### src/rtl/i2c_wake_ctl.sv
module i2c_wake_ctl (
  input  logic       clk,
  input  logic       rst_n,
  input  logic       reg_we,
  input  logic [7:0] reg_wdata,
  output logic [7:0] reg_rdata,
  input  logic       scl_in,
  input  logic       sda_in,
  input  logic       start_det,
  input  logic       stop_det,
  input  logic       addr_match,
  input  logic       ext_code,
  input  logic       is_master,
  input  logic       start_req,
  input  logic       wait_release,
  output logic       start_go,
  output logic       irq,
  output logic       wait_hold
);

  logic en, arm, spie, err, busy, matched, block;
  logic [1:0] scl_s, sda_s;
  logic irq_q, hold_q;

  wire hit        = addr_match | ext_code;
  wire idle       = ~busy & ~is_master;
  wire wr_arm_set = reg_we & reg_wdata[1] & ~arm & idle;
  wire wr_arm_clr = reg_we & ~reg_wdata[1] & arm;
  wire bad_disarm = wr_arm_clr & ~matched;
  wire bus_cond   = start_det | stop_det;

  always_ff @(posedge clk or negedge rst_n) begin
    if (!rst_n) begin
      scl_s <= '0;
      sda_s <= '0;
    end else begin
      scl_s <= {scl_s[0], scl_in};
      sda_s <= {sda_s[0], sda_in};
    end
  end

  always_ff @(posedge clk or negedge rst_n) begin
    if (!rst_n) begin
      en <= 1'b0;
      spie <= 1'b0;
      arm <= 1'b0;
    end else begin
      if (reg_we) begin
        en <= reg_wdata[0];
        if (!en) spie <= reg_wdata[2];
      end
      if (wr_arm_set) arm <= 1'b1;
      else if (wr_arm_clr) arm <= 1'b0;
    end
  end

  always_ff @(posedge clk or negedge rst_n) begin
    if (!rst_n) begin
      busy <= 1'b0;
      matched <= 1'b0;
      block <= 1'b0;
      err <= 1'b0;
    end else begin
      if (stop_det) busy <= 1'b0;
      else if (start_det | hit) busy <= 1'b1;

      if (!arm || wr_arm_clr) matched <= 1'b0;
      else if (en & hit) matched <= 1'b1;

      if (bus_cond) block <= 1'b0;
      else if (bad_disarm) block <= 1'b1;

      if (start_req & block) err <= 1'b1;
      else if (reg_we & reg_wdata[5]) err <= 1'b0;
    end
  end

  always_ff @(posedge clk or negedge rst_n) begin
    if (!rst_n) begin
      irq_q <= 1'b0;
      hold_q <= 1'b0;
    end else begin
      irq_q <= en & (hit | (stop_det & spie & ~arm));
      if (en & hit) hold_q <= 1'b1;
      else if (wait_release & ~arm) hold_q <= 1'b0;
    end
  end

  assign irq       = irq_q;
  assign wait_hold = hold_q;
  assign start_go  = start_req & ~block;
  assign reg_rdata = {2'b00, err, en & sda_s[1], en & scl_s[1], spie, arm, en};

endmodule

### config.mk
export PLATFORM = sky130hd
export DESIGN_NAME = i2c_wake_ctl
export DESIGN_NICKNAME = d
export VERILOG_FILES = /design/src/rtl/i2c_wake_ctl.sv
export SDC_FILE = /design/constraint.sdc
export NUM_CORES = 1
export LEC_CHECK = 0
export ABC_AREA = 1
export ABC_CLOCK_PERIOD_IN_PS = 1400
export CAP_MARGIN = 10
export CORE_MARGIN = 2
export CORE_UTILIZATION = 38
export DETAILED_ROUTE_END_ITERATION = 8
export PLACE_DENSITY_LB_ADDON = 0.05
export SYNTH_ARGS = -nofsm -noshare
export SYNTH_HDL_FRONTEND = slang
export SYNTH_SLANG_ARGS = --single-unit
export TNS_END_PERCENT = 5
### constraint.sdc
create_clock -name clk -period 1.4 [get_ports clk]
set_input_delay 0.28 -clock clk [delete_from_list [all_inputs] [get_ports clk]]
set_output_delay 0.28 -clock clk [all_outputs]
set_load 0.01 [all_outputs]
==> impl_results.md <==
- Status: completed
- Power per Cell Area: between 900 and 1000 mW/mm^2
- Initial antenna violation count: 0
- Initial Util: around two fifths
- Crit-path cells: nand2_1 -> inv_1 -> dlygate4sd2_1
- Fin Setup TNS: 0 ns
- P_leak: ~0.41 nW
- Most frequent cells in the layout: clkdlybuf4s50_1 (15), dfrtp_1 (13), nand2_1 (11), inv_1 (7), dlygate4sd2_1 (6)
- CP max-delay cell: dfrtp_1
- MaxCap Viol Count: 0
- Sequential-to-total area share from yosys stat: between 60% and 70%
- Total Routing Usage GR: between 10% and 20%
- Maximum VDD drop: 0.6129 mV
- Worst EP required: ~1.1 ns
- Hold_ws: between 0.3 and 0.4 ns
- Pin count of the biggest net entering global routing: 14
- Slowest cell delay on critical path: around 0.42 ns
- Port buffer count: 24
- Crit Path Class: flip-flop to output pin
- Share of cells above drive strength 1: 13.10%
- Detailed Place HPWL: 850.5 um
- RSZ-0062 raised after global routing: true
- Unique cell type count in the Yosys netlist: 15
- WL per Instance: 10.53 um
- Row count: 13
- Max Slew Vio Count: 0
- Placer's final routability congestion estimate: approximately 0.75
- Die Wd: about 42 um
- Post-route ant nets: 0
- Fin cells: 99
- Vias/cell: ~4.5
- Skew-Pair Late Insertion Delay: ~0.27 ns
- Yosys reg bits: 13
- Final setup violation count: 0
- Cells after synthesis: 58
- CTS tree: built
- CTS HTree Levels: 1
- Core area: about 0.0013 mm^2
- Vias in the first global route: between 400 and 500
- Die height: 41.76 um
- Global-route wire length before repair: around 1800 um
- Layout area overhead: 47.34%
- Syn avg cell area: 9.341 um^2
- CTS buffer count: 3
- Hold Crit Class: primary input to async pin
- Most common cell after layout, fill and taps aside: clkdlybuf4s50_1
- Root Buffer: clkbuf_4
- CTS sink cnt: 13
- Cells after DPL: 94
- Tot Pwr: between 0.0007 and 0.0008 W
- WL final: ~1000 um
- I/O pin total: 31
- Worst-path clk slew: approximately 0.080 ns
- Drt drc: 0
- Critical Path AT: around 1.1 ns
- Largest registers: scl_s x2, sda_s x2
- Final Hold Violating Endpoints: 0
- Clk buf depth: 2
- Mapped cell area: about 540 um^2
- Vias: around 450
- Final min period: 1.337 ns
- # nets final: 105
- Synth warn: 0
- Final core utilization: approximately 61%
- Crit start category: flip-flop
- Clk_skew: between 0.0004 and 0.0005 ns
- First drt pass iteration count: 4
- Grt total ovfl: 0
- Critical Path Sink Type: output pin
- F_max: between 0.7 and 0.8 GHz
- Die area: 0.001744 mm^2
- Initial drt markers: 4
- Final worst-path cycle share: between 90 and 100%
- N_diodes: 0
- Crit path max fanout: 4
critical path: cells and delay by family, from the launching register on:
| family | cells | cell delay [ns] |
|---|---|---|
| flip-flops | 1 | 0.42 |
| AND/OR/NAND/NOR | 1 | 0.07 |
| buffers and inverters | 2 | 0.30 |
kinds of logic (layout without fill, tap and decap cells):
group / count (synthesis) / in the layout / share of synthesized area (%)
and+or+nand+nor: 21 / 21 / 16.40
AOI/OAI and AO/OA: 9 / 9 / 9.006
DFF: 13 / 13 / 60.05
other: 1 / 2 / 0.6922
buffers and inverters: 14 / 39 / 13.86
synth_stat cells, drive strengths merged:
| cell type | instances | area, um^2 |
|---|---|---|
| nand3 | 2 | 10.01 |
| or2 | 1 | 6.260 |
| inv | 8 | 30.03 |
| buf | 6 | 45.04 |
| o21ai | 5 | 25.02 |
| nand4 | 1 | 6.260 |
| conb | 1 | 3.750 |
| nor2 | 6 | 25.03 |
| nand2 | 11 | 41.29 |
| a21oi | 4 | 23.77 |
| dfrtp | 13 | 325.3 |
area by class of cell:
type                            count  area, um^2
Fill cell                         121       519.2
Sequential cell                    13       325.3
Timing Repair Buffer               27       252.7
Multi-Input combinational cell     32       145.1
Inverter                            8       30.03
Clock buffer                        4       26.28
Tap cell                           15       18.77
per-stage QoR:
step / instance area, um^2 / setup slack (ns)
2_1_floorplan: 545.5 / 0.5807
4_1_cts: 798.3 / 0.001708
3_5_place_dp: 774.5 / -0.2556
5_1_grt: 798.3 / -0.008318
6_report: 798.3 / 0.06285
3_3_place_gp: 774.5 / -0.2560
layer usage:
layer | vias to the layer above | routed length (um) | global-route usage (%)
li1 | 222 | - | -
met1 | 206 | 418 | 16.20
met2 | 16 | 527 | 20.94
met3 | 2 | 76 | 4.783
met4 | 0 | 20 | 9.677
met5 | - | 0 | 0
repair_timing:
| item | in CTS | in global routing |
|---|---|---|
| setup endpoints to repair | 8 | 4 |
| hold buffers | 0 | 0 |
| gates resized for setup | 8 | 4 |
| hold endpoints to repair | 0 | 0 |
| buffers inserted | 1 | 0 |
power breakdown:
group / internal, W / switching, W / leakage (nW) / total (W)
clock: 0.000110 / 0.000114 / 0.0150 / 0.000224
sequential: 0.000403 / 0.0000147 / 0.162 / 0.000418
combinational: 0.0000842 / 0.0000691 / 0.238 / 0.000153
total: 0.000598 / 0.000198 / 0.415 / 0.000796
final timing paths:
path                            startpoint           end  slack (ns)  cells after the start
worst max-delay path                    en  reg_rdata[3]        0.06                      3
worst min-delay path                 rst_n            en        0.31                      2
worst max register to register          en       matched        0.48                      3
worst min register to register    sda_s[0]      sda_s[1]        0.35                      0
max in group asynchronous            rst_n      scl_s[1]        0.94                      2
min in group clk                  sda_s[0]      sda_s[1]        0.35                      0
No activity file was read; power rests on OpenSTA's default activity.
